$ cat src/rtl/bal_sup_pkg.sv
// Shared definitions for the balancing supervisor.
// Assumes the serial decoder presents the byte type on two bits.
package bal_sup_pkg;

    typedef enum logic [1:0] {
        OP_EXEC   = 2'b00,
        OP_WRITE  = 2'b01,
        OP_RDCMD  = 2'b10,
        OP_RDSTAT = 2'b11
    } bal_op_e;

endpackage

$ cat src/rtl/bal_cmd_store.sv
// Pending and active command registers.
// A write loads the pending register. An execute copies it to the active register
// unless single-transformer mode forbids more than one busy channel.
// Assumes byte_valid is a one-cycle strobe per decoded byte.
module bal_cmd_store #(
    parameter int NCH    = 6,
    parameter int CODE_W = 2
) (
    input  logic                  clk,
    input  logic                  rst_n,
    input  logic                  clear,
    input  logic                  byte_valid,
    input  logic [1:0]            byte_op,
    input  logic [NCH*CODE_W-1:0] byte_data,
    input  logic                  single_xfmr,
    output logic [NCH*CODE_W-1:0] active_cmd,
    output logic                  executing,
    output logic                  exec_accept
);
    import bal_sup_pkg::*;

    localparam int W = NCH * CODE_W;

    logic [W-1:0]   pend_q;
    logic [W-1:0]   act_q;
    logic           exe_q;
    logic [NCH-1:0] busy;
    logic           too_many;

    // Flag each pending channel whose code is not idle.
    for (genvar i = 0; i < NCH; i++) begin : g_busy
        assign busy[i] = |pend_q[i*CODE_W +: CODE_W];
    end

    // Decide whether a shared-transformer rule rejects the pending command.
    always_comb begin
        too_many = single_xfmr && ($countones(busy) > 1);
    end

    // Qualify an execute byte into an accepted copy.
    always_comb begin
        exec_accept = byte_valid && (bal_op_e'(byte_op) == OP_EXEC) && !too_many && !clear;
    end

    // Hold pending, active and executing state.
    always_ff @(posedge clk) begin
        if (!rst_n || clear) begin
            pend_q <= '0;
            act_q  <= '0;
            exe_q  <= 1'b0;
        end else begin
            if (byte_valid && (bal_op_e'(byte_op) == OP_WRITE)) begin
                pend_q <= byte_data;
            end
            if (exec_accept) begin
                act_q <= pend_q;
                exe_q <= 1'b1;
            end
        end
    end

    assign active_cmd = act_q;
    assign executing  = exe_q;

endmodule

$ cat src/rtl/bal_wd_timer.sv
// Communication watchdog.
// Counts cycles while a command is executing and clears on every valid byte.
// Flags a timeout after WD_CYCLES quiet cycles.
// The flag clears only on an accepted execute.
// Assumes WD_CYCLES >= 2.
module bal_wd_timer #(
    parameter int WD_CYCLES = 30_000_000
) (
    input  logic clk,
    input  logic rst_n,
    input  logic clear,
    input  logic run,
    input  logic kick,
    input  logic exec_accept,
    input  logic defeat,
    output logic timeout
);
    localparam int              CNT_W = $clog2(WD_CYCLES + 1);
    localparam logic [CNT_W-1:0] LAST  = CNT_W'(WD_CYCLES - 1);

    logic [CNT_W-1:0] cnt_q;
    logic             to_q;

    // Advance, clear or expire the watchdog count.
    always_ff @(posedge clk) begin
        if (!rst_n || clear) begin
            cnt_q <= '0;
            to_q  <= 1'b0;
        end else if (exec_accept) begin
            cnt_q <= '0;
            to_q  <= 1'b0;
        end else if (kick || to_q || !run || defeat) begin
            cnt_q <= '0;
        end else if (cnt_q == LAST) begin
            cnt_q <= '0;
            to_q  <= 1'b1;
        end else begin
            cnt_q <= cnt_q + 1'b1;
        end
    end

    assign timeout = to_q;

endmodule

$ cat src/rtl/bal_out_gate.sv
// Output gating: each active channel code reaches the pins only while
// executing and free of timeout, pause, thermal fault and reset.
// Pause, thermal and reset act in the same cycle (combinational path).
module bal_out_gate #(
    parameter int NCH    = 6,
    parameter int CODE_W = 2
) (
    input  logic [NCH*CODE_W-1:0] active_cmd,
    input  logic                  executing,
    input  logic                  timeout,
    input  logic                  pause_req,
    input  logic                  thermal_fault,
    input  logic                  por_flag,
    output logic [NCH*CODE_W-1:0] bal_en,
    output logic                  bal_active
);
    logic           allow;
    logic [NCH-1:0] drv;

    // Combine every inhibit into one permission bit.
    always_comb begin
        allow = executing && !timeout && !pause_req && !thermal_fault && !por_flag;
    end

    // Gate each channel code and note whether it drives.
    for (genvar i = 0; i < NCH; i++) begin : g_ch
        assign bal_en[i*CODE_W +: CODE_W] = allow ? active_cmd[i*CODE_W +: CODE_W] : '0;
        assign drv[i] = allow && (|active_cmd[i*CODE_W +: CODE_W]);
    end

    assign bal_active = |drv;

endmodule

$ cat src/rtl/bal_supervisor.sv
// Balancing supervisor top.
// Ties the command store, the watchdog and the output gate together.
// Assumes byte events are already decoded, synchronised and address-checked.
module bal_supervisor #(
    parameter int NCH       = 6,
    parameter int CODE_W    = 2,
    parameter int WD_CYCLES = 30_000_000
) (
    input  logic                  clk,
    input  logic                  rst_n,
    input  logic                  por_flag,
    input  logic                  byte_valid,
    input  logic [1:0]            byte_op,
    input  logic [NCH*CODE_W-1:0] byte_data,
    input  logic                  pause_req,
    input  logic                  thermal_fault,
    input  logic                  wd_defeat,
    input  logic                  single_xfmr,
    output logic [NCH*CODE_W-1:0] bal_en,
    output logic                  wd_timeout,
    output logic                  bal_active
);
    logic [NCH*CODE_W-1:0] active_cmd;
    logic                  executing;
    logic                  exec_accept;

    bal_cmd_store #(.NCH(NCH), .CODE_W(CODE_W)) u_store (
        .clk(clk), .rst_n(rst_n), .clear(por_flag),
        .byte_valid(byte_valid), .byte_op(byte_op), .byte_data(byte_data),
        .single_xfmr(single_xfmr),
        .active_cmd(active_cmd), .executing(executing), .exec_accept(exec_accept)
    );

    bal_wd_timer #(.WD_CYCLES(WD_CYCLES)) u_wd (
        .clk(clk), .rst_n(rst_n), .clear(por_flag),
        .run(executing), .kick(byte_valid), .exec_accept(exec_accept),
        .defeat(wd_defeat), .timeout(wd_timeout)
    );

    bal_out_gate #(.NCH(NCH), .CODE_W(CODE_W)) u_gate (
        .active_cmd(active_cmd), .executing(executing), .timeout(wd_timeout),
        .pause_req(pause_req), .thermal_fault(thermal_fault), .por_flag(por_flag),
        .bal_en(bal_en), .bal_active(bal_active)
    );

endmodule

$ cat config.mk
export PLATFORM = sky130hd
export DESIGN_NAME = bal_supervisor
export DESIGN_NICKNAME = d
export VERILOG_FILES = /design/src/rtl/bal_sup_pkg.sv /design/src/rtl/bal_cmd_store.sv /design/src/rtl/bal_wd_timer.sv /design/src/rtl/bal_out_gate.sv /design/src/rtl/bal_supervisor.sv
export SDC_FILE = /design/constraint.sdc
export NUM_CORES = 1
export LEC_CHECK = 0
export ABC_CLOCK_PERIOD_IN_PS = 3400
export BUFFER_PORTS_ARGS = -buffer_cell sky130_fd_sc_hd__buf_2
export CELL_PAD_IN_SITES_DETAIL_PLACEMENT = 1
export CELL_PAD_IN_SITES_GLOBAL_PLACEMENT = 1
export CORE_MARGIN = 3
export CORE_UTILIZATION = 43
export DETAILED_ROUTE_END_ITERATION = 7
export GPL_ROUTABILITY_DRIVEN = 0
export GPL_TIMING_DRIVEN = 0
export PLACE_DENSITY = 0.85
export SYNTH_ARGS = -nofsm -noshare
export SYNTH_HDL_FRONTEND = slang
export SYNTH_SLANG_ARGS = --single-unit
$ cat constraint.sdc
create_clock -name clk -period 3.4 [get_ports clk]
set_input_delay 0.34 -clock clk [delete_from_list [all_inputs] [get_ports clk]]
set_output_delay 0.34 -clock clk [all_outputs]
set_load 0.005 [all_outputs]
==> out/qor.csv, run 1 <==
metric;value;unit
clock power share;36.9;%
initial antenna violation count;0;
Initial Utilization;45.5;%
Post-synth EDFFs;0;
sw frac;20.7;%
Routed WL;5160;um
crit end category;register;
Mapped Area;0.00237;sq mm
largest net degree at the start of global routing;15;
Hold Fails Final Rpt;0;
Yosys top cell by area;dfxtp_1;
CP Launch Type;register;
post-cts gate resize count;0;
Vert. Die Dim;80.2;um
FF+latch area;0.00102;sq mm
RSZ-0062 raised after global routing;false;
CTS tree;built;
max-slew violation count;0;
distinct cell type count after synthesis;33;
total gr overflow;0;
routed length per instance;13.9;um
Post-CTS Setup Inserts;0;
Row Count;26;
fmax;340;MHz
die width;80.2;um
CTS Buffer Depth;2;
Worst Tran Pin Value;763;ps
Final Skew;6.59;ps
Hold WS;279;ps
IO Port Bufs;35;
Data arrival, critical path;3120;ps
Synth top cells by count;59 x nor2_1, 51 x dfxtp_1, 24 x mux2i_1;
vias in the first global route;1999;
Yosys reg bits;51;
Yosys warnings;0;
switching power;0.000210;W
sequential share of power;59.2;%
R2R Setup Slk;460;ps
Fill cells;641;
crit path time final;2940;ps
crit path kind;reg -> reg;
P_leak;1.10;nW
cell internal pwr;0.000805;W
area occupied by multi-input gates;0.00124;sq mm
async set-reset flop share out of synthesis;0;%
Max-cap violations;0;
drt drc;0;
Most used DFF post-synth;dfxtp_1;
Slew Limit Headroom;48.6;%
Clock Latency Late Sink;300;ps
DP HPWL;3940;um
Synth top area share;43.2;%
TNS Setup;0;ps
Vias;1869;
die area;0.00643;sq mm
global-route wire length before repair;8940;um
io pins;36;
Hold WC Path Type;in -> reg;
vias per cell;5.05;
final setup vio count;0;
Worst EP required;3580;ps
nets;329;
clk root buf;clkbuf_8;
initial drt markers;89;
top cells by area, synth;dfxtp_1 43%, mux2i_1 10%, nor2_1 9.4%;
Routed Antenna Nets;0;
share of layout cells above drive strength 1;18.7;%
Num Clock Sinks;51;
Peak VDD IR;0.208;mV
diode count;0;
Syn Nets;287;
Post-CTS Hold Fix Bufs;0;
Pwr per Cell Area;372;mW/mm^2
status;complete, no violations;
clk slew on worst S/H paths;80;ps
CP Max Fanout;10;
dominant cell by count in the synthesized netlist;nor2_1;
Syn Inst Count;257;
Mean Syn Cell Area;9.21;sq um
Worst Setup Slack, final;459;ps
fin crit share;86.5;%
cts bufs inserted;5;
first-pass iteration count of the detailed router;4;
core area;0.00520;sq mm
Total GRT Usage;17.4;%
Logic pwr share;3.9;%
Layout area overhead;15.3;%
H-tree Lvls;2;
post-synthesis sequential area ratio;43.2;%
pre-CTS setup slack;481;ps
critical path, stage by stage (launching register included):
cell and delay (ps):
dfxtp_1 330, or2_2 310, ha_1 320, fa_1 440, ha_1 190, inv_1 50
ha_1 140, nand2b_1 100, a21oi_2 360, buf_4 300, mux2i_1 230, nor2_1 50
layout make-up:
cell class,count,area share (%)
Multi-Input combinational cell,186,45.3
Inverter,10,1.38
Clock buffer,8,3.67
Sequential cell,51,37.4
Tap cell,70,3.21
Timing Repair Buffer,35,6.42
Buffer,10,2.61
routing by layer:
metal	global-route usage (%)	vias up	routed length, um	part of all wire [%]
li1	-	933	-	-
met1	21.9	894	2420	47
met2	29.3	34	2470	48
met3	3.92	8	203	3.9
met4	5.57	0	66	1.3
met5	0	-	0	0
cells in the final DEF, fill, tap and decap left out, types with 2 or more instances in the layout:
cell type / count
nor2_1: 59
clkbuf_8: 7
xnor2_1: 12
xor2_1: 11
or2_2: 6
buf_1: 2
nand2_1: 8
dfxtp_1: 51
mux2i_1: 24
and4_1: 3
clkbuf_1: 5
nor3_1: 5
or4b_1: 2
nand2b_1: 4
ha_1: 6
buf_8: 2
fa_1: 2
buf_2: 35
nand3_1: 7
nor4_1: 4
and3_1: 4
or3_1: 2
nand4_1: 7
and2_1: 12
inv_1: 10
flip-flops by register name (all words and copies together), names as in the netlist:
| name | cells |
|---|---|
| u_store.pend_q | 12 |
| u_store.executing | 1 |
| u_store.active_cmd | 12 |
| u_wd.cnt_q | 25 |
| u_wd.timeout | 1 |
final timing paths:
| path | startpoint | to | cells after the start |
|---|---|---|---|
| min reg2reg | u_wd.cnt_q[0] | u_wd.cnt_q[0] | 1 |
| max reg2reg | u_store.pend_q[8] | u_store.active_cmd[10] | 11 |
| min | byte_data[8] | u_store.pend_q[8] | 3 |
| max | u_store.pend_q[8] | u_store.active_cmd[10] | 11 |
cells by family (layout without fill, tap and decap cells):
family	count (synthesis)	after routing	synth area share, %
XOR/XNOR	23	23	8.51
flip-flops	51	51	43.2
AO/OA/AOI/OAI	3	3	1.01
AND/OR/NAND/NOR	128	128	27.7
adder cells (fa/ha/maj)	8	8	4.87
multiplexers	24	24	10.2
buffers and inverters	20	63	4.60
through the flow:
step / util, % / total power (W) / std cells / area, sq um
floorplan: - / 0.000636 / 257 / 2370
global placement: 50.5 / 0.000654 / 362 / 2630
detailed placement: 50.5 / 0.000655 / 362 / 2630
CTS: 52.4 / 0.00103 / 370 / 2730
global route: 52.4 / 0.00106 / 370 / 2730
finish: 52.4 / 0.00101 / 370 / 2730
power by group through the flow:
stage	clock network, W	registers [W]	logic [W]
3_5_place_dp	0	0.000615	0.0000403
4_1_cts	0.000387	0.000601	0.0000408
5_1_grt	0.000410	0.000601	0.0000446
3_3_place_gp	0	0.000615	0.0000392
2_1_floorplan	0	0.000614	0.0000220
6_report	0.000374	0.000601	0.0000399
(Power assumes the default switching activity.)
==> run 2, diff against run 1 <==
- ABC_CLOCK_PERIOD_IN_PS: 3400 -> 3600
- CORE_UTILIZATION: 43 -> 46
- PLACE_DENSITY: 0.85 -> 0.9
- REMOVE_ABC_BUFFERS: default -> 1
- clock period: 3.4 -> 3.6 ns (I/O delays scaled with it)
==> run 2 against run 1 <==
Global-route usage increased by 2.5 points. Die area decreased by 6.0%. Sequential share of layout area increased by 0.79 points. First-iteration DRC count increased by 16%. Via count increased by 0.70%. Setup slack improved by 73 ps. Clock skew about the same. Hold slack got worse by 3.7 ps. Non-clock buffer count decreased by 6. Critical path depth increased by 2. Critical endpoint is now u_wd.cnt_q[12]. Highest routed layer unchanged.
==> out/qor.csv, run 2 (synthesis results as in run 1) <==
metric;value;unit;change
status;complete, no violations;;unchanged
P_leak;1.08;nW;was 1.10 nW
CP Max Fanout;25;;was 10
Initial Utilization;48.8;%;was 45.5%
Max-cap violations;0;;unchanged
Data arrival, critical path;3310;ps;was 3120 ps
fmax;326;MHz;was 340 MHz
Peak VDD IR;0.163;mV;was 0.208 mV
Pwr per Cell Area;347;mW/mm^2;was 372 mW/mm^2
post-layout util;55.1;%;was 52.4%
H-tree Lvls;2;;unchanged
die area;0.00604;sq mm;was 0.00643 sq mm
DP HPWL;4080;um;was 3940 um
R2R Setup Slk;530;ps;was 460 ps
clk slew on worst S/H paths;90;ps;was 80 ps
sequential share of power;61.2;%;was 59.2%
Post-CTS Hold Fix Bufs;0;;unchanged
Fill cells;594;;was 641
commonest non-fill, non-tap cells in the layout;59 x nor2_1, 51 x dfxtp_1, 36 x buf_2, 24 x mux2i_1;;was 59 x nor2_1, 51 x dfxtp_1, 35 x buf_2, 24 x mux2i_1
Total GRT Usage;19.9;%;was 17.4%
Clock Latency Late Sink;310;ps;was 300 ps
clock power share;34.6;%;was 36.9%
io pins;36;;unchanged
vias in the first global route;1957;;was 1,999
worst r2r dst;u_wd.cnt_q[12];;was u_store.active_cmd[10]
crit end category;register;;unchanged
max-slew violation count;0;;unchanged
final setup vio count;0;;unchanged
switching power;0.000205;W;was 0.000210 W
share of layout cells above drive strength 1;19.0;%;was 18.7%
vias per cell;5.21;;was 5.05
most common cell after layout, fill and taps aside;nor2_1;;unchanged
Hold WC Path Type;in -> reg;;unchanged
crit path kind;reg -> reg;;unchanged
crit path time final;3070;ps;was 2940 ps
Hold Fails Final Rpt;0;;unchanged
nets;323;;was 329
die width;77.7;um;was 80.2 um
Routed WL;5610;um;was 5160 um
CTS Buffer Depth;2;;unchanged
crit path from;u_store.pend_q[4];;was u_store.pend_q[8]
Slew Limit Headroom;31.1;%;was 48.6%
Worst Tran Pin Value;1030;ps;was 763 ps
pre-CTS setup slack;-301;ps;was 481 ps
diode count;0;;unchanged
post-route insts no fill;361;;was 370
initial drt markers;103;;was 89
cells along the critical path;or2_2 > ha_1 > inv_1 > fa_1 > inv_1 > ha_1 > inv_1 > ha_1 > nand2b_1 > a21oi_4 > nor3_1 > nand2b_2 > nor2_1;;was or2_2 > ha_1 > fa_1 > ha_1 > inv_1 > ha_1 > nand2b_1 > a21oi_2 > buf_4 > mux2i_1 > nor2_1
overall power;0.000927;W;was 0.00101 W
Routed Antenna Nets;0;;unchanged
Logic pwr share;4.1;%;was 3.9%
drt drc;0;;unchanged
max FFs per register;25;;unchanged
placed instance count;350;;was 362
core area;0.00485;sq mm;was 0.00520 sq mm
cts bufs inserted;5;;unchanged
Layout area overhead;13.0;%;was 15.3%
sw frac;22.2;%;was 20.7%
global-route wire length before repair;9290;um;was 8940 um
cell internal pwr;0.000721;W;was 0.000805 W
CTS tree;built;;unchanged
IO Port Bufs;35;;unchanged
CP Launch Type;register;;unchanged
CP max stage cell;fa_1;;unchanged
CP endpoint;u_wd.cnt_q[12];;was u_store.active_cmd[10]
Vert. Die Dim;77.7;um;was 80.2 um
total gr overflow;0;;unchanged
largest net degree at the start of global routing;28;;was 15
Worst EP required;3840;ps;was 3580 ps
initial antenna violation count;0;;unchanged
reg2reg path depth;13;;was 11
Num Clock Sinks;51;;unchanged
routed length per instance;15.5;um;was 13.9 um
WHS Path Cells;3;;unchanged
Vias;1882;;was 1,869
Row Count;25;;was 26
first-pass iteration count of the detailed router;4;;unchanged
fin crit share;85.2;%;was 86.5%
Top reg by flops;u_wd.cnt_q;;unchanged
Worst Setup Slack, final;532;ps;was 459 ps
Hold WS;276;ps;was 279 ps
RSZ-0062 raised after global routing;false;;unchanged
Final Skew;6.81;ps;was 6.59 ps
reg2reg start;u_store.pend_q[4];;was u_store.pend_q[8]
Critical Path Max Stage Delay;430;ps;was 440 ps
clk root buf;clkbuf_8;;unchanged
-- run 2: changes by cell type in the layout (fill, tap and decap cells not counted), moves of 2 or more --
cell	delta
buf_1	-2
buf_4	+2
buf_8	-2
clkbuf_1	-3
clkbuf_8	-2
-- run 2: worst min-delay path by stage --
stage                     slack [ps]           endpoint     startpoint
after floorplan                  430      u_wd.cnt_q[0]  u_wd.cnt_q[0]
after global placement           440      u_wd.cnt_q[0]  u_wd.cnt_q[0]
after detailed placement         450      u_wd.cnt_q[0]  u_wd.cnt_q[0]
after CTS                        270  u_store.pend_q[8]   byte_data[8]
after global routing             290  u_store.pend_q[8]   byte_data[8]
final                            280  u_store.pend_q[8]   byte_data[8]
-- run 2: per-layer routing --
metal	part of all wire (%)	up-vias	track usage, %	routed length (um)
li1	-	926	-	-
met1	41	912	21.5	2280
met5	0	-	0	0
met3	3.7	10	4.52	205
met4	1.8	0	7.65	102
met2	54	34	37.2	3020
-- run 2: critical path, delay by kind of cell (launching register included) --
| kind | cells | cell delay (ps) |
|---|---|---|
| simple gates | 5 | 1350 |
| compound gates | 1 | 90 |
| fa+ha+maj | 4 | 1000 |
| flops | 1 | 340 |
| buf+inv | 3 | 220 |
-- run 2: through the flow --
stage | TNS (ps) | cell area, sq um
6_report | 0 | 2670
5_1_grt | 0 | 2670
4_1_cts | 0 | 2650
3_5_place_dp | -6610 | 2560
3_3_place_gp | -4400 | 2550
2_1_floorplan | 0 | 2290
-- run 2: cell type report --
type	count	area [sq um]	area share, %
sequential	51	1020	38.2
clock inverter	1	5.00	0.187
timing repair buffer	39	203	7.58
inverter	10	37.5	1.40
clock buffer	7	76.3	2.86
tap	67	83.8	3.14
multi-input combinational	186	1250	46.6
-- run 2: power groups by stage --
stage	clock [W]	sequential [W]	combinational (W)
floorplan	0	0.000580	0.0000193
global placement	0	0.000580	0.0000357
detailed placement	0	0.000581	0.0000367
CTS	0.000333	0.000567	0.0000376
global route	0.000354	0.000568	0.0000426
finish	0.000321	0.000567	0.0000384
-- run 2: what timing repair did --
| item | 4_1_cts | 5_1_grt |
|---|---|---|
| setup endpoints to repair | 25 | 3 |
| gates resized for setup | 2 | 0 |
| pin swaps | 0 | 1 |
| setup buffers | 0 | 3 |
